$ cat src/rtl/rombar_pkg.sv
package rombar_pkg;
  typedef enum logic [1:0] {
    MSK_HOLD  = 2'd0,
    MSK_CLEAR = 2'd1,
    MSK_EEPROM = 2'd2,
    MSK_LOCAL = 2'd3
  } mask_src_e;
endpackage

$ cat src/rtl/rombar_mask_reg.sv
module rombar_mask_reg
  import rombar_pkg::*;
#(
  parameter int MASK_W = 16,
  parameter int RSV_HI = 2,
  parameter int RSV_LO = 1
) (
  input  logic              clk,
  input  logic              rst,
  input  logic              ee_valid,
  input  logic [MASK_W-1:0] ee_data,
  input  logic              ee_error,
  input  logic              lw_en,
  input  logic [MASK_W-1:0] lw_data,
  output logic [MASK_W-1:0] mask_q
);
  localparam int RSV_N = RSV_HI - RSV_LO + 1;
  localparam logic [MASK_W-1:0] RSV_BITS = MASK_W'(((1 << RSV_N) - 1) << RSV_LO);

  logic      loaded_q;
  mask_src_e src;

  always_comb begin
    if (ee_error)               src = MSK_CLEAR;
    else if (ee_valid)          src = MSK_EEPROM;
    else if (lw_en && loaded_q) src = MSK_LOCAL;
    else                        src = MSK_HOLD;
  end

  always_ff @(posedge clk) begin
    if (rst) begin
      mask_q   <= '0;
      loaded_q <= 1'b0;
    end else begin
      case (src)
        MSK_CLEAR: begin
          mask_q   <= '0;
          loaded_q <= 1'b0;
        end
        MSK_EEPROM: begin
          mask_q   <= ee_data & ~RSV_BITS;
          loaded_q <= 1'b1;
        end
        MSK_LOCAL: mask_q <= lw_data & ~RSV_BITS;
        default:   mask_q <= mask_q;
      endcase
    end
  end
endmodule

$ cat src/rtl/rombar_base_reg.sv
module rombar_base_reg #(
  parameter int BAR_W    = 32,
  parameter int MASK_W   = 16,
  parameter int PROG_LSB = 11,
  parameter int MASK_LSB = 3
) (
  input  logic              clk,
  input  logic              rst,
  input  logic [MASK_W-1:0] mask,
  input  logic              cfg_we,
  input  logic [BAR_W/8-1:0] cfg_be,
  input  logic [BAR_W-1:0]  cfg_wdata,
  output logic [BAR_W-1:0]  bar_q,
  output logic [BAR_W-1:0]  keep_o
);
  localparam int PROG_W  = MASK_W - MASK_LSB;
  localparam int FIX_LSB = PROG_LSB + PROG_W;

  logic [BAR_W-1:0] keep;
  logic [BAR_W-1:0] wr_vec;
  logic [BAR_W-1:0] bar_d;

  for (genvar i = 0; i < BAR_W; i++) begin : g_bit
    if (i >= FIX_LSB) begin : g_fix
      assign keep[i] = 1'b1;
    end else if (i >= PROG_LSB) begin : g_prog
      assign keep[i] = mask[i - PROG_LSB + MASK_LSB];
    end else if (i == 0) begin : g_en
      assign keep[i] = mask[0];
    end else begin : g_zero
      assign keep[i] = 1'b0;
    end
    assign wr_vec[i] = cfg_we & cfg_be[i/8];
  end

  assign bar_d  = ((cfg_wdata & wr_vec) | (bar_q & ~wr_vec)) & keep;
  assign keep_o = keep;

  always_ff @(posedge clk) begin
    if (rst) bar_q <= '0;
    else     bar_q <= bar_d;
  end
endmodule

$ cat src/rtl/rombar_match.sv
module rombar_match #(
  parameter int BAR_W = 32
) (
  input  logic             clk,
  input  logic             rst,
  input  logic [BAR_W-1:0] addr,
  input  logic [BAR_W-1:0] bar,
  input  logic [BAR_W-1:0] keep,
  output logic             hit_q
);
  logic [BAR_W-1:0] care;
  logic             hit_d;

  assign care  = {keep[BAR_W-1:1], 1'b0};
  assign hit_d = bar[0] && (((addr ^ bar) & care) == '0);

  always_ff @(posedge clk) begin
    if (rst) hit_q <= 1'b0;
    else     hit_q <= hit_d;
  end
endmodule

$ cat src/rtl/rom_bar_window.sv
module rom_bar_window #(
  parameter int BAR_W    = 32,
  parameter int MASK_W   = 16,
  parameter int PROG_LSB = 11,
  parameter int RSV_HI   = 2,
  parameter int RSV_LO   = 1
) (
  input  logic              clk,
  input  logic              rst,
  input  logic              ee_valid,
  input  logic [MASK_W-1:0] ee_data,
  input  logic              ee_error,
  input  logic              lw_en,
  input  logic [MASK_W-1:0] lw_data,
  input  logic              cfg_we,
  input  logic [BAR_W/8-1:0] cfg_be,
  input  logic [BAR_W-1:0]  cfg_wdata,
  input  logic [BAR_W-1:0]  mem_addr,
  output logic [BAR_W-1:0]  bar_q,
  output logic              rom_en,
  output logic [MASK_W-1:0] mask_q,
  output logic              addr_hit
);
  localparam int MASK_LSB = RSV_HI + 1;

  logic [BAR_W-1:0] keep;

  rombar_mask_reg #(
    .MASK_W(MASK_W), .RSV_HI(RSV_HI), .RSV_LO(RSV_LO)
  ) u_mask (
    .clk(clk), .rst(rst),
    .ee_valid(ee_valid), .ee_data(ee_data), .ee_error(ee_error),
    .lw_en(lw_en), .lw_data(lw_data),
    .mask_q(mask_q)
  );

  rombar_base_reg #(
    .BAR_W(BAR_W), .MASK_W(MASK_W), .PROG_LSB(PROG_LSB), .MASK_LSB(MASK_LSB)
  ) u_base (
    .clk(clk), .rst(rst), .mask(mask_q),
    .cfg_we(cfg_we), .cfg_be(cfg_be), .cfg_wdata(cfg_wdata),
    .bar_q(bar_q), .keep_o(keep)
  );

  rombar_match #(.BAR_W(BAR_W)) u_match (
    .clk(clk), .rst(rst), .addr(mem_addr),
    .bar(bar_q), .keep(keep), .hit_q(addr_hit)
  );

  assign rom_en = bar_q[0];
endmodule

$ cat config.mk
export PLATFORM = sky130hd
export DESIGN_NAME = rom_bar_window
export DESIGN_NICKNAME = d
export VERILOG_FILES = /design/src/rtl/rombar_pkg.sv /design/src/rtl/rombar_mask_reg.sv /design/src/rtl/rombar_base_reg.sv /design/src/rtl/rombar_match.sv /design/src/rtl/rom_bar_window.sv
export SDC_FILE = /design/constraint.sdc
export NUM_CORES = 1
export LEC_CHECK = 0
export ABC_CLOCK_PERIOD_IN_PS = 2350
export BUFFER_PORTS_ARGS = -buffer_cell sky130_fd_sc_hd__buf_4
export CAP_MARGIN = 10
export CORE_AREA = 2 2 79 81
export CTS_CLUSTER_DIAMETER = 30
export DETAILED_ROUTE_END_ITERATION = 10
export DIE_AREA = 0 0 81 83
export GPL_TIMING_DRIVEN = 0
export PLACE_DENSITY = 0.9
export SETUP_SLACK_MARGIN = 0.5
export SLEW_MARGIN = 20
export SYNTH_ARGS = -nofsm -noshare
export SYNTH_HDL_FRONTEND = slang
export SYNTH_HIERARCHICAL = 1
export SYNTH_SLANG_ARGS = --single-unit
export TNS_END_PERCENT = 1
$ cat constraint.sdc
create_clock -name clk -period 2.35 [get_ports clk]
set_input_delay 0 -clock clk [delete_from_list [all_inputs] [get_ports clk]]
set_output_delay 0 -clock clk [all_outputs]
set_load 0.005 [all_outputs]
==> results of run 1 <==
[tightest hold or removal path, delay by kind of cell]
kind	cells	cell delay [ns]
buffers and inverters	1	0.11
AND/OR/NAND/NOR	1	0.10
AO/OA/AOI/OAI	1	0.04
[per-layer routing]
metal	vias to the layer above	share of wire, %	global-route usage, %
li1	1339	-	-
met1	1287	39	27.7
met2	104	53	46.4
met3	8	6.8	5.87
met4	0	1.1	6.16
met5	-	0	0
[final cells by class]
class | count | share of cell area [%]
multi-input combinational | 220 | 37.5
tap | 75 | 2.23
clock inverter | 2 | 0.297
clock buffer | 6 | 1.96
timing repair buffer | 148 | 27.8
buffer | 65 | 12.1
antenna | 1 | 0.0594
sequential | 38 | 18.0
[power breakdown]
group / switching, uW / total (uW) / leakage (uW) / internal [uW]
clock network: 239 / 475 / 0.0000472 / 236
registers: 21.7 / 685 / 0.000309 / 663
logic: 172 / 448 / 0.00175 / 276
[placed cells by master (no fill, tap or decap), drive strengths merged, types with 5 or more instances in the layout]
master,instances
clkbuf,10
dfxtp,38
nand3,23
a21oi,23
a22o,5
a22oi,5
xor2,31
nand2b,27
conb,30
and3,14
o311a,14
dlygate4sd3,25
a21boi,14
a21bo,22
buf,184
a221oi,5
[how the worst max path moves through the flow]
stage	startpoint	end	slack, ns	depth (start not counted)
after floorplan	flop	u_match/hit_q	1.11	5
after global placement	u_base/bar_q[21]	u_match/hit_q	0.88	5
after detailed placement	flop	u_match/hit_q	0.88	5
after CTS	cfg_wdata[0]	u_base/bar_q[0]	0.66	6
after global routing	cfg_wdata[0]	u_base/bar_q[0]	0.62	6
final	cfg_wdata[0]	u_base/bar_q[0]	0.65	6
[what timing repair did]
action / in CTS / in global routing
hold endpoints to repair: 22 / 0
endpoints found under the setup margin: 0 / 0
hold buffers: 25 / 0
[through the flow]
stage          setup WS, ns  power [uW]  cells  util [%]
3_5_place_dp          0.876        1110    521      66.5
3_3_place_gp          0.881        1100    521      66.5
5_1_grt               0.623        1690    554      72.4
6_report              0.647        1610    555      72.5
4_1_cts               0.659        1610    554      72.4
2_1_floorplan          1.11         921    323         -
==> results.cfg, run 1 <==
[die]
pin_count = 156
placementRows = 28
initial_core_util_pct = 47.3
dieArea_um2 = 6720
core-area_um2 = 5820
die_h_um = 83
chipWidth_um = 81

[sta]
finalCriticalPeriod_ns = 1.70
fin_skew_ns = 0.00837
period_share_pct = 72.5
fin_tns_setup_ns = 0
hold-worst-slack_ns = 0.0151
slew_headroom_pct = 66.6
setup_viol = 0
max_clock_freq_mhz = 587
rsz0062_at_grt = false
worst_pin_slew_ns = 0.501
hold_viol = 0
finalMaxSlewViolations = 0

[critical_path]
r2r_end = u_match/hit_q
crit_type = in -> reg
end_kind = flop
reg2reg_slack_ns = 0.88
critPathLaunchType = primary input
arrival_ns = 1.89
cp_common_cell = dlygate4sd3_1
r2r-start = u_base/bar_q[21]
critPathMaxFanout = 1
crit_slowest_cell = dlygate4sd3_1
crit_chain = dlygate4sd3_1 > buf_4 > nand3_1 > dlygate4sd3_1 > a21oi_2 > dlygate4sd3_1
worst-path-buf-inv = 4
reg2reg_depth = 5
cp_top_family = buffers and inverters
required_ns = 2.53
critPathMaxStageDelay_ns = 0.56

[layout]
stdcell_area_um2 = 4220
area_delta_synth_final_pct = 53.3
multi_input_area_um2 = 1580
nets = 584
layout-drive-gt1-share_pct = 47.0
fill_cells = 449
regArea_um2 = 761

[power_and_ir_drop]
powerDensity_nw_per_um2 = 381
leakage_uw = 0.00211
vdd_drop_max_v = 0.000308

[placed_design]
routabilityCongestion = 0.874
dp_hpwl_um = 6290
placed_area_um2 = 3870
io_buffers = 123

[worst_hold_path]
hold_depth = 3
holdPathEnd = u_base/bar_q[23]
min_path_type = in -> reg
holdCritStartpoint = rst

[synth]
syn_avg_cell_area_um2 = 9.29
ys_warn_count = 6
netlist_instances = 296
syn-cell-area_um2 = 2750

[clocking]
clkSlewWorstSetupHoldPaths_ns = 0.08
cts_resized = 0
tritoncts = yes
cts_setup_buffers = 0
cts_buffer_depth = 2
root_buffer = clkbuf_8
htreeDepth = 2
clock_sinks = 38
worstSkewPairLatency_ns = 0.29
numCtsBuffers = 5

[route]
wl_per_cell_um = 15.2
drt-total-wl_um = 8420
vias = 2738
drt_iter0_markers = 70
firstDrtPassIters = 4
ant_nets = 0
drc_errors = 0
via_per_inst = 4.93

[status]
status = completed

[run]
maxCapViolations = 0

[global_routing]
grt_max_degree = 13
grt_pass1_wl_um = 13200
grt_overflow = 0
grt_pass1_vias = 2823
grtUsageTotal_pct = 24.9
antenna_found_initial = 0
Power figures use the tool's default switching activity.
==> run 2, diff against run 1 <==
--- a/config.mk
+++ b/config.mk
@@ -5,15 +5,16 @@
 export SDC_FILE = /design/constraint.sdc
 export NUM_CORES = 1
 export LEC_CHECK = 0
-export ABC_CLOCK_PERIOD_IN_PS = 2350
+export ABC_AREA = 1
+export ABC_CLOCK_PERIOD_IN_PS = 1600
 export BUFFER_PORTS_ARGS = -buffer_cell sky130_fd_sc_hd__buf_4
 export CAP_MARGIN = 10
-export CORE_AREA = 2 2 79 81
+export CORE_AREA = 2 2 83 85
 export CTS_CLUSTER_DIAMETER = 30
 export DETAILED_ROUTE_END_ITERATION = 10
-export DIE_AREA = 0 0 81 83
+export DIE_AREA = 0 0 85 87
 export GPL_TIMING_DRIVEN = 0
-export PLACE_DENSITY = 0.9
+export PLACE_DENSITY = 0.84
 export SETUP_SLACK_MARGIN = 0.5
 export SLEW_MARGIN = 20
 export SYNTH_ARGS = -nofsm -noshare
==> constraint.sdc (replaced) <==
create_clock -name clk -period 1.6 [get_ports clk]
set_input_delay 0 -clock clk [delete_from_list [all_inputs] [get_ports clk]]
set_output_delay 0 -clock clk [all_outputs]
set_load 0.005 [all_outputs]
==> results.cfg, run 2 <==
[die]
dieArea_um2 = 7400
placementRows = 30
initial_core_util_pct = 43.4
pin_count = 156
chipWidth_um = 85
core-area_um2 = 6570
die_h_um = 87

[power_and_ir_drop]
swShare_pct = 24.3
powerDensity_nw_per_um2 = 602
vdd_drop_max_v = 0.000457
leakage_uw = 0.00250
power_frac_clock_pct = 37.5
internal_power_uw = 2020
fin_total_pwr_uw = 2660
p_switching_uw = 647
combPwrFrac_pct = 24.7
power_frac_seq_pct = 37.8

[clocking]
worstSkewPairLatency_ns = 0.28
cts_buffer_depth = 2
root_buffer = clkbuf_8
tritoncts = yes
clock_sinks = 38
clkSlewWorstSetupHoldPaths_ns = 0.08
numCtsBuffers = 5
htreeDepth = 2

[placed_design]
place_inst = 741
io_buffers = 128
dp_hpwl_um = 6280
pre_cts_ws_ns = 0.460
routabilityCongestion = 0.796

[route]
firstDrtPassIters = 4
drt_iter0_markers = 82
drc_errors = 0
ant_nets = 0
vias = 3322
wl_per_cell_um = 10.4
via_per_inst = 4.29
drt-total-wl_um = 8040

[status]
status = completed

[run]
maxCapViolations = 0

[worst_hold_path]
holdCritStartpoint = ee_data[8]
min_path_type = in -> reg

[sta]
setup_viol = 0
worst_slack_ns = 0.434
rsz0062_at_grt = true
hold-worst-slack_ns = 0.0102
hold_viol = 0
finalCriticalPeriod_ns = 1.17
fin_tns_setup_ns = 0
finalMaxSlewViolations = 0
period_share_pct = 72.9
fin_skew_ns = 0.00576
max_clock_freq_mhz = 858

[layout]
area_delta_synth_final_pct = 55.3
nets = 799
regArea_um2 = 772
layout-drive-gt1-share_pct = 30.8
final_cell_mix = buf_4 (176), nand2_1 (144), nor2_1 (111)
antennaDiodeCount = 0
multi_input_area_um2 = 1470
fill_cells = 569
final_common_cell = buf_4
fin_cells = 774

[global_routing]
grtUsageTotal_pct = 21.4
grt_overflow = 0
antenna_found_initial = 0
grt_max_degree = 13
grt_pass1_wl_um = 13000
grt_pass1_vias = 3162

[critical_path]
critPathMaxFanout = 4
crit_path_start = u_base/bar_q[14]
worst-path-buf-inv = 0
required_ns = 1.82
crit_type = reg -> reg
arrival_ns = 1.39
cp_common_cell = nor2_1
cp_top_family = simple AND/OR/NAND/NOR gates
crit_chain = nor2_1 > nor2_1 > nor2_1 > nand2_1 > nor2_1 > nand2_1 > nor2_1
r2r-start = u_base/bar_q[14]
critPathMaxStageDelay_ns = 0.35
critPathLaunchType = flop
crit_slowest_cell = dfxtp_2
end_kind = flop

[synth]
syn-cell-area_um2 = 2850
netlist_instances = 506
syn_avg_cell_area_um2 = 5.64
ys_warn_count = 6
[run 2: repair_timing]
| item | CTS | global route |
|---|---|---|
| endpoints found under the hold margin | 20 | 0 |
| pin swaps | 2 | 10 |
| buffers inserted | 0 | 3 |
| hold buffers | 22 | 0 |
| gates resized for setup | 5 | 10 |
| endpoints found under the setup margin | 8 | 11 |
[run 2: final cells by class]
cell class                 count  share of cell area [%]
buffer                        53                    9.44
clock buffer                   6                    1.86
tap                           80                    2.26
sequential                    38                    17.4
multi-input combinational    355                    33.1
inverter                      87                    7.37
timing repair buffer         153                    27.2
clock inverter                 2                    1.36
[run 2: tightest hold or removal path, delay by kind of cell]
kind / cells / cell delay, ns
simple gates: 3 / 0.16
buf+inv: 2 / 0.12
[run 2: through the flow]
stage               instance area, um2  util (%)
global route                      4430      67.4
finish                            4430      67.4
floorplan                         2950         -
CTS                               4380      66.7
global placement                  4010      61.1
detailed placement                4010      61.1
[run 2: power groups by stage]
stage | sequential, uW | clock, uW | combinational [uW]
final | 1010 | 998 | 658
after global placement | 1030 | 0 | 579
after detailed placement | 1030 | 0 | 593
after floorplan | 1020 | 0 | 315
after global routing | 1010 | 1060 | 732
after CTS | 1010 | 1030 | 639
[run 2: path summary, 6_finish.rpt]
path / depth (start not counted) / to / slack [ns]
worst max-delay path: 7 / u_match/hit_q / 0.43
worst min-delay path: 5 / u_mask/mask_q[8] / 0.01
worst max register to register: 7 / u_match/hit_q / 0.43
worst min register to register: 2 / u_base/bar_q[17] / 0.52
[run 2: routing by layer]
layer,part of all wire (%),up-vias,global-route usage (%)
met3,6.2,8,4.45
met4,1.4,0,6.49
met5,0,-,0
li1,-,1788,-
met2,52,95,41.1
met1,40,1431,23.4
